<file path="src/rtl/selftest_flash_pkg.sv">
package selftest_flash_pkg;
  typedef enum logic [2:0] {
    SQ_WAIT,
    SQ_RUN,
    SQ_GAP,
    SQ_PULSE,
    SQ_DONE,
    SQ_HALT
  } sq_state_e;
endpackage

</file>
<file path="src/rtl/selftest_holdoff.sv">
module selftest_holdoff #(
  parameter int unsigned HOLDOFF = 16
) (
  input  logic clk_i,
  input  logic rst_ni,
  output logic go_o
);
  localparam int unsigned CW = $clog2(HOLDOFF + 1);

  logic [CW-1:0] cnt_q;
  logic          go_q;

  always_ff @(posedge clk_i or negedge rst_ni) begin
    if (!rst_ni) begin
      cnt_q <= '0;
      go_q  <= 1'b0;
    end else if (!go_q) begin
      if (cnt_q == CW'(HOLDOFF - 1)) go_q <= 1'b1;
      else                           cnt_q <= cnt_q + 1'b1;
    end
  end

  assign go_o = go_q;
endmodule

</file>
<file path="src/rtl/selftest_section.sv">
module selftest_section
  import selftest_flash_pkg::*;
#(
  parameter int unsigned N_TESTS   = 2,
  parameter int unsigned FLASH_ON  = 4,
  parameter int unsigned FLASH_OFF = 4,
  parameter int unsigned IDX_W     = 4
) (
  input  logic               clk_i,
  input  logic               rst_ni,
  input  logic               go_i,
  input  logic [N_TESTS-1:0] done_i,
  input  logic [N_TESTS-1:0] pass_i,
  output logic [N_TESTS-1:0] start_o,
  output logic               led_o,
  output logic [IDX_W-1:0]   idx_o,
  output logic               active_o,
  output logic               ok_o,
  output logic               halt_o
);
  localparam int unsigned TMAX = (FLASH_ON > FLASH_OFF) ? FLASH_ON : FLASH_OFF;
  localparam int unsigned CW   = $clog2(TMAX + 1);

  sq_state_e          st_q;
  logic [IDX_W-1:0]   idx_q;
  logic [CW-1:0]      cnt_q;
  logic [N_TESTS-1:0] start_q;
  logic               seen_q;   // at least one pass: lamp released

  always_ff @(posedge clk_i or negedge rst_ni) begin
    if (!rst_ni) begin
      st_q    <= SQ_WAIT;
      idx_q   <= '0;
      cnt_q   <= '0;
      start_q <= '0;
      seen_q  <= 1'b0;
    end else begin
      start_q <= '0;
      unique case (st_q)
        SQ_WAIT: begin
          if (go_i) begin
            st_q    <= SQ_RUN;
            start_q <= N_TESTS'(1);
          end
        end
        SQ_RUN: begin
          if (done_i[idx_q]) begin
            if (pass_i[idx_q]) begin
              seen_q <= 1'b1;
              st_q   <= SQ_GAP;
              cnt_q  <= CW'(FLASH_OFF - 1);
            end else begin
              st_q <= SQ_HALT;
            end
          end
        end
        SQ_GAP: begin
          if (cnt_q == '0) begin
            st_q  <= SQ_PULSE;
            cnt_q <= CW'(FLASH_ON - 1);
          end else begin
            cnt_q <= cnt_q - 1'b1;
          end
        end
        SQ_PULSE: begin
          if (cnt_q != '0) begin
            cnt_q <= cnt_q - 1'b1;
          end else if (idx_q == IDX_W'(N_TESTS - 1)) begin
            st_q <= SQ_DONE;
          end else begin
            idx_q   <= idx_q + 1'b1;
            st_q    <= SQ_RUN;
            start_q <= N_TESTS'(1) << (idx_q + 1'b1);
          end
        end
        SQ_DONE: ;
        SQ_HALT: ;
        default: st_q <= SQ_HALT;
      endcase
    end
  end

  assign start_o  = start_q;
  assign led_o    = (st_q == SQ_PULSE) |
                    (!seen_q && (st_q == SQ_RUN || st_q == SQ_HALT));
  assign idx_o    = (st_q == SQ_DONE) ? IDX_W'(N_TESTS) : idx_q;
  assign active_o = (st_q != SQ_WAIT);
  assign ok_o     = (st_q == SQ_DONE);
  assign halt_o   = (st_q == SQ_HALT);
endmodule

</file>
<file path="src/rtl/selftest_flash_seq.sv">
module selftest_flash_seq #(
  parameter int unsigned N_A       = 2,
  parameter int unsigned N_B       = 7,
  parameter int unsigned FLASH_ON  = 12_500_000,
  parameter int unsigned FLASH_OFF = 12_500_000,
  parameter int unsigned HOLDOFF   = 1_500_000_000,
  parameter int unsigned IDX_W     = $clog2(N_A + N_B + 1)
) (
  input  logic             clk_i,
  input  logic             rst_ni,
  output logic [N_A-1:0]   a_start_o,
  input  logic [N_A-1:0]   a_done_i,
  input  logic [N_A-1:0]   a_pass_i,
  output logic [N_B-1:0]   b_start_o,
  input  logic [N_B-1:0]   b_done_i,
  input  logic [N_B-1:0]   b_pass_i,
  output logic             led_o,
  output logic [IDX_W-1:0] cur_test_o,
  output logic             a_ok_o,
  output logic             halted_o,
  output logic             ready_o
);
  logic             b_go;
  logic             a_led, b_led, a_act, b_act, a_ok, b_ok, a_halt, b_halt;
  logic [IDX_W-1:0] a_idx, b_idx;

  selftest_holdoff #(.HOLDOFF(HOLDOFF)) u_holdoff (
    .clk_i (clk_i),
    .rst_ni(rst_ni),
    .go_o  (b_go)
  );

  selftest_section #(
    .N_TESTS(N_A), .FLASH_ON(FLASH_ON), .FLASH_OFF(FLASH_OFF), .IDX_W(IDX_W)
  ) u_sec_a (
    .clk_i   (clk_i),
    .rst_ni  (rst_ni),
    .go_i    (1'b1),
    .done_i  (a_done_i),
    .pass_i  (a_pass_i),
    .start_o (a_start_o),
    .led_o   (a_led),
    .idx_o   (a_idx),
    .active_o(a_act),
    .ok_o    (a_ok),
    .halt_o  (a_halt)
  );

  selftest_section #(
    .N_TESTS(N_B), .FLASH_ON(FLASH_ON), .FLASH_OFF(FLASH_OFF), .IDX_W(IDX_W)
  ) u_sec_b (
    .clk_i   (clk_i),
    .rst_ni  (rst_ni),
    .go_i    (b_go),
    .done_i  (b_done_i),
    .pass_i  (b_pass_i),
    .start_o (b_start_o),
    .led_o   (b_led),
    .idx_o   (b_idx),
    .active_o(b_act),
    .ok_o    (b_ok),
    .halt_o  (b_halt)
  );

  // second section owns the LED once it has started
  assign led_o      = b_act ? b_led : (a_led & a_act);
  assign cur_test_o = (a_halt || !b_act) ? a_idx : (IDX_W'(N_A) + b_idx);
  assign a_ok_o     = a_ok;
  assign halted_o   = a_halt | b_halt;
  assign ready_o    = a_ok & b_ok;
endmodule

</file>
<file path="config.mk">
export PLATFORM = sky130hd
export DESIGN_NAME = selftest_flash_seq
export DESIGN_NICKNAME = d
export VERILOG_FILES = /design/src/rtl/selftest_flash_pkg.sv /design/src/rtl/selftest_holdoff.sv /design/src/rtl/selftest_section.sv /design/src/rtl/selftest_flash_seq.sv
export SDC_FILE = /design/constraint.sdc
export NUM_CORES = 1
export LEC_CHECK = 0
export ABC_AREA = 0
export BUFFER_PORTS_ARGS = -buffer_cell sky130_fd_sc_hd__buf_2
export CAP_MARGIN = 20
export CORE_MARGIN = 2
export CORE_UTILIZATION = 60
export CTS_CLUSTER_DIAMETER = 200
export CTS_CLUSTER_SIZE = 16
export DETAILED_ROUTE_END_ITERATION = 8
export PLACE_DENSITY = 0.79
export SYNTH_ARGS = -nofsm -noshare
export SYNTH_HDL_FRONTEND = slang
export SYNTH_SLANG_ARGS = --single-unit
</file>
<file path="constraint.sdc">
create_clock -name clk_i -period 5.5 [get_ports clk_i]
set_input_delay 0.825 -clock clk_i [delete_from_list [all_inputs] [get_ports clk_i]]
set_output_delay 0.825 -clock clk_i [all_outputs]
set_load 0.05 [all_outputs]
</file>
Word-level counts from Yosys, hierarchy flattened
Cells that the tools add are included.
{ "totals": {"register_bits": 105, "inputBits": 20, "elab_cells": 132, "out_inout_bits": 17} }
{ "op_classes": {"n_bitwise": 13, "muxes": 44, "magnitude_cmp": 2, "n_reduce_logical": 29, "n_shift": 2, "add_sub_neg": 6, "n_eq_ne": 24} }
{ "op_table": {"columns": ["cell", "count"], "rows": [
  ["$mux 24", 8],
  ["$pmux 24 s3", 2],
  ["$logic_not 24->1", 2],
  ["$reduce_bool 24->1", 2],
  ["$sub 24x1->24 const B", 2],
  ["$mux 3", 11],
  ["$add 31x1->31 const B", 1],
  ["$eq 31x31->1 const B", 1],
  ["$pmux 3 s5", 2],
  ["$ne 2x1->1 const B", 8],
  ["$mux 7", 2],
  ["$pmux 7 s2", 1],
  ["$eq 3x2->1 const B", 4],
  ["$eq 3x3->1 const B", 4],
  ["$mux 4", 3],
  ["$reduce_and 3->1", 4],
  ["$reduce_and 4->1", 3],
  ["$reduce_bool 3->1", 4],
  ["$mux 1", 10],
  ["$add 4x1->4 const B", 2],
  ["$not 1->1", 8],
  ["$shl 1x4->7 const A", 1],
  ["$bmux 1 s3", 2],
  ["$eq 3x1->1 const B", 2],
  ["18 further kinds", 31]
]} }

Longest topological paths before layout
Gate-level depths: netlist of run 1.
{ "depth": {"depth_word": 6, "mapped_depth": 9, "ltp_nobuf": 7} }

Hierarchy
From an unflattened synthesis of run 1, not the netlist that was laid out.
{ "hier_totals": {"cells_unflattened": 625, "area_unflattened_um2": 6135.9} }
{ "by_module_without_submodules": {"columns": ["module", "area_each_um2", "seq_area_each_um2", "n_inst", "cells_each"], "rows": [
  ["selftest_section at u_sec_b", 2419.8, 975.9, 1, 255],
  ["selftest_section at u_sec_a", 1990.7, 850.8, 1, 211],
  ["selftest_holdoff", 1597.8, 800.8, 1, 144],
  ["selftest_flash_seq", 127.6, 0.0, 1, 15]
]} }

Worst setup path after synthesis of run 1
No wires, ideal clock.
{ "synth_timing": {"kind": "register -> output", "from": "register u_sec_a.st_q[2]", "to": "output port cur_test_o[1]", "arrival_ns": 2.477, "slack_ns": 2.198, "path_stages_with_launch": 7, "path_buffers": 1, "t_required_ns": 4.675, "path_cell_list": "dfrtp_1 -> clkbuf_1 -> nor2b_1 -> nand2b_1 -> inv_1 -> nor2_1 -> o21ai_0"} }
{ "synth_between": {"elab_chain_len": 3, "word_cells_on_any_way": 5, "classes_between": "eq/ne: 2; mux: 2; reduce/logical: 1"} }
{ "synth_rtl": {"columns": ["element", "line_no", "rtl"], "rows": [
  ["from (decl)", "selftest_section.sv:24", "sq_state_e st_q;"],
  ["from (signal assigned)", "selftest_section.sv:32", "st_q <= SQ_WAIT;"],
  ["from (signal assigned)", "selftest_section.sv:42", "st_q <= SQ_RUN;"],
  ["from (signal assigned)", "selftest_section.sv:50", "st_q <= SQ_GAP;"],
  ["$eq 3x3->1", null, null],
  ["net a_ok_o", "selftest_flash_seq.sv:19", "output logic a_ok_o,"],
  ["$mux 4", "selftest_section.sv:86", "assign idx_o = (st_q == SQ_DONE) ? IDX_W'(N_TESTS) : idx_q;"],
  ["$mux 4", "selftest_flash_seq.sv:67", "assign cur_test_o = (a_halt || !b_act) ? a_idx : (IDX_W'(N_A) + b_idx);"],
  ["to (decl)", "selftest_flash_seq.sv:18", "output logic [IDX_W-1:0] cur_test_o,"]
]} }
The timed path passes the listed nets, and every way through them passes these cells.

Worst setup path in the final report of run 1
{ "layout_timing": {"from": "register u_sec_b.st_q[0]", "to": "output port cur_test_o[3]"} }
{ "layout_between": {"elab_chain_len": 4, "word_cells_on_any_way": 7, "classes_between": "add/sub: 1; eq/ne: 1; mux: 2; reduce/logical: 3"} }
{ "layout_rtl": {"columns": ["element", "line_no"], "rows": [
  ["from (decl)", "selftest_section.sv:24"],
  ["from (signal assigned)", "selftest_section.sv:32"],
  ["from (signal assigned)", "selftest_section.sv:42"],
  ["from (signal assigned)", "selftest_section.sv:50"],
  ["$eq 3x3->1 or $reduce_bool 3->1 (tied branches)", "selftest_section.sv:86, selftest_section.sv:87"],
  ["$mux 4 or $logic_not 1->1 (tied branches)", "selftest_section.sv:86, selftest_flash_seq.sv:67"],
  ["$add 2x4->4 or $logic_or 1x1->1 (tied branches)", "selftest_flash_seq.sv:67"],
  ["$mux 4 (*)", "selftest_flash_seq.sv:67"]
]} }
Every way passes the cells marked *; elsewhere a longest branch is shown, timed or not.

==> metrics.yaml, run 1 <==
run_status:
  status: "complete, no violations"
layout:
  drive_above_1_share_pct: 11.6
  layout.nets: 678
  area_delta_synth_final_pct: 7.93
  fill_cells: 773
  final_core_util_pct: 66.3
  diodes: 0
timing:
  rsz0062_at_grt: "false"
  fin_crit_sh_pct: 57.0
  skew_ns: 0.0147
  min_period_ns: 3.14
  slew_viol_final: 0
  slew-limit-headroom_pct: 44.7
  setup-violations-final: 0
  hold_ws_ns: 0.421
  final_hold_viol_count: 0
  worstMarginPinSlew_ns: 0.822
  tns_ns: 0
  timing.fmax_mhz: 319
synth:
  syn-instance-count: 620
  ys_types: 66
  synth_nets: 654
  syn_area_per_cell_um2: 9.60
  ys.warnings.count: 0
  synth_edf_count: 0
  ys_ff_latch: 105
  synthArstFlopShare_pct: 100
  synth_area_um2: 5950
  seq_area_frac_synth_pct: 44.1
  synth_top_flop_cell: "dfrtp_1"
clock_tree:
  cts_made_buffers: 9
  cts_hold_buf: 0
  cts_tree: "built"
  ctsRootBufferMaster: "clkbuf_8"
  htreeDepth: 3
  cts_buffer_depth: 2
  clkLatencyLatePin_ns: 0.40
  clock_sinks: 105
  postCtsSetupBuffers: 0
  post_cts_resize_count: 0
  clkTransAtPathRegs_ns: 0.10
place:
  dpl.hpwl_mm: 8.97
  gp_congestion: 0.883
  port_buffers: 36
global_route:
  grt_max_degree: 59
  antenna_found_initial: 0
  track_usage_pct: 24.7
  grt_pass1_wl_mm: 22.1
  grt_pass1_vias: 4690
  overflow: 0
pwr:
  p_sw_share_pct: 32.8
  power_density_nw_per_um2: 259
  p_comb_share_pct: 18.4
  pwr-share-clk_pct: 29.8
  ir_worst_vdd_uv: 193
  power_mw: 1.66
  p_switching_uw: 546
  power_frac_seq_pct: 51.8
  intPower_mw: 1.12
  p_leak_nw: 2.59
setup_path:
  start_kind: "flip-flop"
  path_cells: "nor2_1 -> nand2_1 -> nand2b_1 -> ha_1 -> nor3b_1 -> a21oi_1 -> o21ai_0 -> buf_2"
  crit_path_end_kind: "output port"
  cp.required_ns: 4.68
  critical_path_class: "flip-flop to output port"
  crit_slowest_cell: "dfrtp_1"
  cpPeakStageDelay_ns: 0.53
  cp_data_arrival_time_ns: 2.31
  cp_max_fo: 11
  r2r_slack_ns: 2.76
drt:
  drt-pass1-iter-count: 5
  viasPerCell: 6.12
  wl_per_cell_um: 16.1
  drtAntennaViolNets: 0
  num_vias: 4786
  drc: 0
  drt_iter0_markers: 313
  finalWirelength_mm: 12.6
floorplan:
  die_h_um: 104
  start_util_pct: 61.5
  row_count: 36
  coreArea_um2: 9680
  fp.dieW_um: 104
  io_pins: 37
  die-area_um2: 10700
flow_run:
  cap_violations: 0
worst_hold_path:
  hp-class: "primary input to async pin"
==> synthesized netlist by cell type, drive strengths merged, types with 3 or more instances <==
| library cell | instances | area share [%] |
|---|---|---|
| a211oi | 5 | 0.71 |
| a21boi | 3 | 0.38 |
| a21oi | 21 | 1.8 |
| a311oi | 4 | 0.59 |
| a31oi | 6 | 0.63 |
| and2 | 17 | 1.8 |
| and3 | 13 | 1.4 |
| and4 | 6 | 0.88 |
| and4b | 3 | 0.50 |
| buf | 5 | 0.40 |
| clkbuf | 22 | 1.4 |
| dfrtp | 105 | 44 |
| ha | 14 | 2.9 |
| inv | 14 | 0.88 |
| mux2 | 6 | 1.1 |
| mux2i | 10 | 1.7 |
| nand2 | 52 | 3.3 |
| nand2b | 8 | 0.84 |
| nand3 | 25 | 2.2 |
| nand3b | 7 | 0.88 |
| nand4 | 19 | 2.0 |
| nor2 | 49 | 3.1 |
| nor2b | 4 | 0.42 |
| nor3 | 24 | 2.0 |
| nor4 | 22 | 3.0 |
| nor4b | 3 | 0.80 |
| nor4bb | 3 | 0.50 |
| o211ai | 7 | 0.88 |
| o21a | 3 | 0.38 |
| o21ai | 20 | 1.7 |
| o21bai | 3 | 0.38 |
| o31ai | 6 | 0.76 |
| o41ai | 3 | 0.44 |
| or3 | 13 | 1.5 |
| or4 | 12 | 1.6 |
| or4b | 3 | 0.50 |
| xnor2 | 33 | 4.9 |
| xor2 | 22 | 3.2 |
==> metrics by stage <==
| step | setup WS (ns) | area (um2) | std cells |
|---|---|---|---|
| 2_1_floorplan | 2.20 | 5950 | 620 |
| 3_3_place_gp | 2.86 | 6220 | 766 |
| 3_5_place_dp | 2.79 | 6220 | 766 |
| 6_report | 2.36 | 6420 | 782 |
| 5_1_grt | 2.14 | 6420 | 782 |
| 4_1_cts | 2.35 | 6420 | 782 |
==> layer usage <==
layer	track usage, %	vias to the layer above	share of wire (%)
li1	-	2312	-
met1	32.9	2376	45
met2	40.9	85	49
met3	6.54	13	4.2
met4	5.50	0	1.0
met5	0	-	0
==> worst max-delay path: cells and delay by family, from the launching register on <==
kind	cells	cell delay, ns
AND/OR/NAND/NOR	4	0.65
flip-flops	1	0.53
buffers and inverters	1	0.30
AO/OA/AOI/OAI	2	0.24
adder cells (fa/ha/maj)	1	0.21
==> cells in the final DEF, fill, tap and decap left out, types with 3 or more instances in the layout <==
master / instances
o41ai_1: 3
o31ai_1: 6
nor2_1: 49
a21oi_1: 21
xor2_1: 22
ha_1: 14
clkbuf_8: 9
and4b_1: 3
o21a_1: 3
nor4_1: 18
nand2_1: 52
nand3_1: 24
a211oi_1: 4
a21boi_0: 3
nand2b_1: 8
nor3_1: 24
and3_1: 13
nor2b_1: 4
buf_2: 35
a31oi_1: 6
mux2i_1: 10
nor4bb_1: 3
o211ai_1: 7
or4_1: 11
inv_1: 14
buf_4: 5
xnor2_1: 33
or3_1: 12
a311oi_1: 4
inv_6: 3
nand3b_1: 7
mux2_2: 6
o21bai_1: 3
o21ai_0: 19
dfrtp_1: 105
and2_1: 16
and4_1: 6
nand4_1: 19
==> worst paths after layout <==
check | startpoint | endpoint | cells after the start
max | u_sec_b.st_q[0]$_DFFE_PN0P_ | cur_test_o[3] | 8
min | rst_ni | u_holdoff.cnt_q[19]$_DFFE_PN0P_ | 1
max reg2reg | u_sec_b.cnt_q[0]$_DFFE_PN0P_ | u_sec_b.cnt_q[6]$_DFFE_PN0P_ | 7
min reg2reg | u_holdoff.cnt_q[30]$_DFFE_PN0P_ | u_holdoff.cnt_q[30]$_DFFE_PN0P_ | 1
max in group asynchronous | rst_ni | u_sec_b.cnt_q[5]$_DFFE_PN0P_ | 2
min in group clk_i | u_holdoff.cnt_q[30]$_DFFE_PN0P_ | u_holdoff.cnt_q[30]$_DFFE_PN0P_ | 1
==> cell families after synthesis <==
logic type | count (synthesis) | share of synthesized area (%)
XOR/XNOR | 55 | 8.09
multiplexers | 16 | 2.82
AND/OR/NAND/NOR | 289 | 28.0
adder cells (fa/ha/maj) | 14 | 2.94
flip-flops | 105 | 44.1
AO/OA/AOI/OAI | 100 | 11.3
buffers and inverters | 41 | 2.67
==> layout make-up <==
cell class / count / area [um2] / share of cell area [%]
clock buffer: 9 / 124 / 1.93
clock inverter: 7 / 75.1 / 1.17
inverter: 14 / 52.6 / 0.818
multi-input combinational: 474 / 3170 / 49.3
sequential: 105 / 2630 / 40.9
tap: 133 / 166 / 2.59
timing repair buffer: 40 / 213 / 3.31
==> registers in the layout (all words and copies together), names as in the netlist <==
| register | cells |
|---|---|
| u_sec_b.start_o | 7 |
| u_holdoff.cnt_q | 31 |
| u_holdoff.go_o | 1 |
| u_sec_b.idx_q | 4 |
| u_sec_a.st_q | 3 |
| u_sec_a.start_o | 2 |
| u_sec_a.cnt_q | 24 |
| u_sec_a.idx_q | 4 |
| u_sec_b.cnt_q | 24 |
| u_sec_b.seen_q | 1 |
| u_sec_a.seen_q | 1 |
| u_sec_b.st_q | 3 |
==> power groups by stage <==
stage,clock [mW],sequential [mW],combinational (mW)
2_1_floorplan,0,0.845,0.247
3_3_place_gp,0,0.871,0.299
3_5_place_dp,0,0.875,0.309
4_1_cts,0.507,0.860,0.310
5_1_grt,0.544,0.869,0.342
6_report,0.496,0.861,0.306
Note: power is estimated with default switching activity, not from simulation.
==> run 2: changes to the inputs <==
CORE_UTILIZATION = 55   (was 60)
PLACE_DENSITY = 0.76   (was 0.79)
clock period = 2.7 ns   (was 5.5 ns; I/O delays follow)
==> run 2 against run 1 <==
Effect of this change: clock power grew 88%; final cell count grew 1.7%; highest routed layer unchanged; first-iteration DRC count shrank 13%; critical endpoint unchanged; largest power group unchanged; combinational power grew 110%; sequential cell count is the same; total power grew 100%; largest cell class unchanged; non-clock buffer count grew 11; via count grew 1.7%; design area grew 1.2%; critical path depth shrank 1; critical path type unchanged.
==> metrics.yaml, run 2 (synthesized netlist as in run 1, its figures left out) <==
run_status:
  status: "complete, no violations"  # unchanged
floorplan:
  die_h_um: 108  # was 104 um
  start_util_pct: 57.1  # was 61.5%
  die-area_um2: 11700  # was 10700 um2
  row_count: 37  # was 36
  io_pins: 37  # unchanged
  fp.dieW_um: 108  # was 104 um
  coreArea_um2: 10400  # was 9680 um2
place:
  place_area_um2: 6320  # was 6220 um2
  gp_congestion: 0.891  # was 0.883
  dpl.hpwl_mm: 9.37  # was 8.97 mm
  port_buffers: 36  # unchanged
layout:
  drive_above_1_share_pct: 12.6  # was 11.6%
  reg_top3: "u_holdoff.cnt_q: 31 flops, u_sec_a.cnt_q: 24 flops, u_sec_b.cnt_q: 24 flops"  # unchanged
  fill_cells: 880  # was 773
  stdcell_area_um2: 6500  # was 6420 um2
  final_common_cell: "dfrtp_1"  # unchanged
  diodes: 0  # unchanged
  most-common-layout-cells: "104 x dfrtp_1, 52 x nand2_1, 49 x nor2_1, 35 x buf_2, 33 x xnor2_1"  # was 105 x dfrtp_1, 52 x nand2_1, 49 x nor2_1, 35 x buf_2, 33 x xnor2_1
  largest_reg_flops: 31  # unchanged
  area_delta_synth_final_pct: 9.27  # was 7.93%
  layout.nets: 689  # was 678
  max_flop_register: "u_holdoff.cnt_q"  # unchanged
drt:
  wl_met3_um: 545  # was 525 um
  drt-pass1-iter-count: 5  # unchanged
  num_vias: 4866  # was 4786
  maxUsedRoutingLayer: "met4"  # unchanged
  drc: 0  # unchanged
  viasPerCell: 6.12  # about the same
  finalWirelength_mm: 12.9  # was 12.6 mm
  drt_iter0_markers: 271  # was 313
  wl_per_cell_um: 16.3  # was 16.1 um
  drtAntennaViolNets: 0  # unchanged
  wl_met1_mm: 5.82  # was 5.72 mm
  wl_met2_mm: 6.39  # was 6.23 mm
setup_path:
  crit_path_end_kind: "output port"  # unchanged
  start_kind: "flip-flop"  # unchanged
  r2r_slack_ns: 0.27  # was 2.76 ns
  crit_end: "cur_test_o[3]"  # unchanged
  worstReg2RegStart: "u_sec_b.cnt_q[6]$_DFFE_PN0P_"  # was u_sec_b.cnt_q[0]$_DFFE_PN0P_
  startpoint: "u_sec_b.idx_q[1]$_DFFE_PN0P_"  # was u_sec_b.st_q[0]$_DFFE_PN0P_
  r2r_end: "u_sec_b.start_o[0]$_DFF_PN0_"  # was u_sec_b.cnt_q[6]$_DFFE_PN0P_
  cp_data_arrival_time_ns: 2.10  # was 2.31 ns
  r2r_cells: 5  # was 7
  cp.required_ns: 2.30  # was 4.68 ns
  critical_path_class: "flip-flop to output port"  # unchanged
  cp_max_fo: 15  # was 11
timing:
  rsz0062_at_grt: "false"  # unchanged
  skew_ns: 0.0120  # was 0.0147 ns
  final_hold_viol_count: 0  # unchanged
  min_period_ns: 2.50
  worstMarginPinSlew_ns: 0.745  # was 0.822 ns
  hold_ws_ns: 0.427  # was 0.421 ns
  timing.fmax_mhz: 400
  slew_viol_final: 0  # unchanged
  setup-violations-final: 0  # unchanged
  fin_crit_sh_pct: 92.6
  tns_ns: 0  # unchanged
  slew-limit-headroom_pct: 49.9  # was 44.7%
clock_tree:
  clkTransAtPathRegs_ns: 0.09  # was 0.10 ns
  htreeDepth: 3  # unchanged
  cts_tree: "built"  # unchanged
  cts_made_buffers: 9  # unchanged
  clock_sinks: 105  # unchanged
  ctsRootBufferMaster: "clkbuf_8"  # unchanged
  cts_buffer_depth: 2  # unchanged
  clkLatencyLatePin_ns: 0.36  # was 0.40 ns
global_route:
  antenna_found_initial: 0  # unchanged
  grt_max_degree: 56  # was 59
  track_usage_pct: 23.9  # was 24.7%
  grt_pass1_wl_mm: 22.4  # was 22.1 mm
  grt_pass1_vias: 4793  # was 4690
  overflow: 0  # unchanged
worst_hold_path:
  hp-class: "primary input to async pin"  # unchanged
pwr:
  p_leak_nw: 2.64  # was 2.59 nW
  power_density_nw_per_um2: 512  # was 259 nW/um2
  ir_worst_vdd_uv: 723  # was 193 uV
flow_run:
  cap_violations: 0  # unchanged
run 2: cell count changes in the layout (fill, tap and decap cells not counted):
cell           previous run  this run
buf_4                     5        14
dfrtp_2                   0         1
clkinv_2                  2         3
clkinv_4                  1         0
buf_12                    0         1
o21ai_1                   1         3
dfrtp_1                 105       104
clkbuf_1                  0         2
dlygate4sd3_1             0         1
o21ai_0                  19        17
inv_6                     3         0
run 2: per-layer routing:
layer  global-route usage, %  up-vias
met5                       0        -
met4                    6.78        0
met3                    4.58       17
met2                    39.2      118
met1                    32.5     2397
li1                        -     2334
run 2: worst min path at each step:
stage / endpoint / cells after the start / from
finish: u_holdoff.cnt_q[5]$_DFFE_PN0P_ / 2 / rst_ni
floorplan: u_holdoff.cnt_q[0]$_DFFE_PN0P_ / 0 / rst_ni
global placement: u_holdoff.cnt_q[5]$_DFFE_PN0P_ / 1 / rst_ni
CTS: u_holdoff.cnt_q[9]$_DFFE_PN0P_ / 2 / rst_ni
detailed placement: u_holdoff.cnt_q[5]$_DFFE_PN0P_ / 1 / rst_ni
global route: u_holdoff.cnt_q[5]$_DFFE_PN0P_ / 2 / rst_ni
run 2: report_power, final:
group	switching, mW	internal (mW)
Clock	0.510	0.421
Combinational	0.428	0.214
Sequential	0.113	1.64
Total	1.05	2.28
run 2: critical path, stage by stage, from the launching register on:
cell and delay, ns:
dfrtp_1 0.56, inv_1 0.19, nand2_1 0.07, ha_1 0.19
nor3b_1 0.19, a21oi_1 0.06, o21ai_1 0.17, buf_2 0.29
run 2: per-stage QoR:
stage               setup WS (ns)  util (%)  instances  power [mW]
finish                      0.199      62.4        795        3.33
global route               0.0193      62.4        795        3.50
CTS                         0.149      62.4        795        3.36
detailed placement          0.310      60.6        779        2.43
global placement            0.400      60.6        779        2.40
floorplan                   0.118         -        620        2.23
run 2: final cells by class:
| cell class | count | area (um2) | share of cell area (%) |
|---|---|---|---|
| Sequential cell | 105 | 2630 | 40.4 |
| Clock inverter | 4 | 45.0 | 0.693 |
| Multi-Input combinational cell | 474 | 3170 | 48.7 |
| Tap cell | 136 | 170 | 2.62 |
| Clock buffer | 11 | 131 | 2.02 |
| Inverter | 14 | 52.6 | 0.808 |
| Timing Repair Buffer | 51 | 310 | 4.77 |
run 2: repair_timing:
item	CTS	global route
setup endpoints to repair	0	1
setup buffers	0	0
hold endpoints to repair	11	0
hold buffers	1	0
gates resized for setup	0	1
==> run 3: changes to the inputs <==
CORE_UTILIZATION = 44   (was 55)
PLACE_DENSITY = not set   (was 0.76)
==> run 3 against run 2 <==
Effect of this change: critical path depth fell by 2; clock skew decreased by 0.0035 ns; clock-buffer cell count grew 3; global-route usage fell by 4.0 points; fmax grew 2.0%; die area increased by 24%; design area is 3.0% higher; sequential cell count unchanged; non-clock buffer count grew 2; register-to-register slack better by 0.13 ns; critical path type unchanged; final cell count increased by 5.4%; highest routed layer unchanged; combinational power up 6.4%.
==> metrics.yaml, run 3 (synthesized netlist as in run 1, its figures left out) <==
setup_path:
  crit_slowest_cell: "dfrtp_1"  # unchanged
  cp_num_buf_inv: 1  # was 2
  cp_max_fo: 10  # was 15
  cp.required_ns: 2.30  # about the same
  crit_path_end_kind: "output port"  # unchanged
  start_kind: "flip-flop"  # unchanged
  cp_data_arrival_time_ns: 2.05  # was 2.10 ns
  cpPeakStageDelay_ns: 0.50  # was 0.56 ns
  cp_top_family: "simple AND/OR/NAND/NOR gates"  # was flip-flops
  path_cells: "or3_1 -> o21ai_0 -> nand2_1 -> o21ai_1 -> buf_2"  # was inv_1 -> nand2_1 -> ha_1 -> nor3b_1 -> a21oi_1 -> o21ai_1 -> buf_2
  critical_path_class: "flip-flop to output port"  # unchanged
layout:
  largest_reg_flops: 31  # unchanged
  reg_top3: "u_holdoff.cnt_q: 31 flops, u_sec_a.cnt_q: 24 flops, u_sec_b.cnt_q: 24 flops"  # unchanged
  diodes: 0  # unchanged
  fill_cells: 1226  # was 880
  stdcell_area_um2: 6700  # was 6500 um2
  final_core_util_pct: 50.6  # was 62.4%
  drive_above_1_share_pct: 13.0  # was 12.6%
  final_common_cell: "dfrtp_1"  # unchanged
  most-common-layout-cells: "105 x dfrtp_1, 52 x nand2_1, 49 x nor2_1, 35 x buf_2, 33 x xnor2_1"  # was 104 x dfrtp_1, 52 x nand2_1, 49 x nor2_1, 35 x buf_2, 33 x xnor2_1
  fin_cells: 838  # was 795
  max_flop_register: "u_holdoff.cnt_q"  # unchanged
  layout.nets: 691  # was 689
  area_delta_synth_final_pct: 12.5  # was 9.27%
clock_tree:
  cts_hold_buf: 0  # was 1
  clock_sinks: 105  # unchanged
  htreeDepth: 3  # unchanged
  cts_buffer_depth: 2  # unchanged
  clkLatencyLatePin_ns: 0.35  # was 0.36 ns
  ctsRootBufferMaster: "clkbuf_16"  # was clkbuf_8
  cts_made_buffers: 9  # unchanged
  postCtsSetupBuffers: 0  # unchanged
  clkTransAtPathRegs_ns: 0.07  # was 0.09 ns
  post_cts_resize_count: 0  # unchanged
  cts_tree: "built"  # unchanged
timing:
  tns_ns: 0  # unchanged
  worstMarginPinSlew_ns: 0.677  # was 0.745 ns
  final_hold_viol_count: 0  # unchanged
  min_period_ns: 2.45  # was 2.50 ns
  skew_ns: 0.00856  # was 0.0120 ns
  slew_viol_final: 0  # unchanged
  setup-violations-final: 0  # unchanged
  timing.fmax_mhz: 408  # was 400 MHz
  fin_crit_sh_pct: 90.8  # was 92.6%
  hold_ws_ns: 0.0784  # was 0.427 ns
  slew-limit-headroom_pct: 54.5  # was 49.9%
  fin_ws_ns: 0.250  # was 0.199 ns
  rsz0062_at_grt: "false"  # unchanged
pwr:
  power_density_nw_per_um2: 565  # was 512 nW/um2
  ir_worst_vdd_uv: 527  # was 723 uV
  p_leak_nw: 2.71  # was 2.64 nW
  power_mw: 3.78  # was 3.33 mW
place:
  pre_cts_ws_ns: 0.406  # was 0.310 ns
  place_area_um2: 6390  # was 6320 um2
  dpl.hpwl_mm: 9.60  # was 9.37 mm
  gp_congestion: 0.840  # was 0.891
  dpl.cell_count: 822  # was 779
  port_buffers: 36  # unchanged
global_route:
  track_usage_pct: 19.8  # was 23.9%
  overflow: 0  # unchanged
  grt_pass1_vias: 4715  # was 4793
  antenna_found_initial: 0  # unchanged
  grt_pass1_wl_mm: 23.2  # was 22.4 mm
  grt_max_degree: 49  # was 56
floorplan:
  fp.dieW_um: 120  # was 108 um
  die_h_um: 120  # was 108 um
  start_util_pct: 44.9  # was 57.1%
  coreArea_um2: 13200  # was 10400 um2
  row_count: 42  # was 37
  io_pins: 37  # unchanged
  die-area_um2: 14500  # was 11700 um2
worst_hold_path:
  hp-class: "primary input to async pin"  # unchanged
drt:
  drc: 0  # unchanged
  drt_iter0_markers: 330  # was 271
  num_vias: 4757  # was 4866
  finalWirelength_mm: 13.3  # was 12.9 mm
  wl_per_cell_um: 15.9  # was 16.3 um
  viasPerCell: 5.68  # was 6.12
  drt-pass1-iter-count: 5  # unchanged
  drtAntennaViolNets: 0  # unchanged
flow_run:
  cap_violations: 0  # unchanged
run_status:
  status: "complete, no violations"  # unchanged
## run 3: where the power goes
part	internal (mW)	switching, mW	total, mW
logic	0.225	0.459	0.683
registers	1.64	0.0960	1.74
clock network	0.795	0.566	1.36
## run 3: final cells by class
| class | count | area (um2) | share of cell area, % |
|---|---|---|---|
| Clock buffer | 14 | 274 | 4.09 |
| Clock inverter | 2 | 35.0 | 0.523 |
| Inverter | 14 | 52.6 | 0.785 |
| Multi-Input combinational cell | 474 | 3170 | 47.3 |
| Sequential cell | 105 | 2630 | 39.2 |
| Tap cell | 176 | 220 | 3.29 |
| Timing Repair Buffer | 53 | 323 | 4.82 |
## run 3: path summary, 6_finish.rpt
kind / startpoint / to / slack [ns] / cells after the start
max: u_sec_b.st_q[2]$_DFFE_PN0P_ / cur_test_o[3] / 0.25 / 5
min: rst_ni / u_holdoff.cnt_q[2]$_DFFE_PN0P_ / 0.08 / 1
max reg2reg: u_sec_b.cnt_q[0]$_DFFE_PN0P_ / u_sec_b.start_o[0]$_DFF_PN0_ / 0.40 / 7
min reg2reg: u_holdoff.cnt_q[30]$_DFFE_PN0P_ / u_holdoff.cnt_q[30]$_DFFE_PN0P_ / 0.46 / 1
max in group asynchronous: rst_ni / u_sec_a.cnt_q[1]$_DFFE_PN0P_ / 1.93 / 2
min in group clk_i: u_holdoff.cnt_q[30]$_DFFE_PN0P_ / u_holdoff.cnt_q[30]$_DFFE_PN0P_ / 0.46 / 1
## run 3: metal layers
layer	GRT usage [%]	part of all wire, %	routed length [um]
met1	27.3	48	6440
met5	0	0	0
met4	6.03	1.5	206
met2	31.3	47	6320
met3	4.58	2.9	386
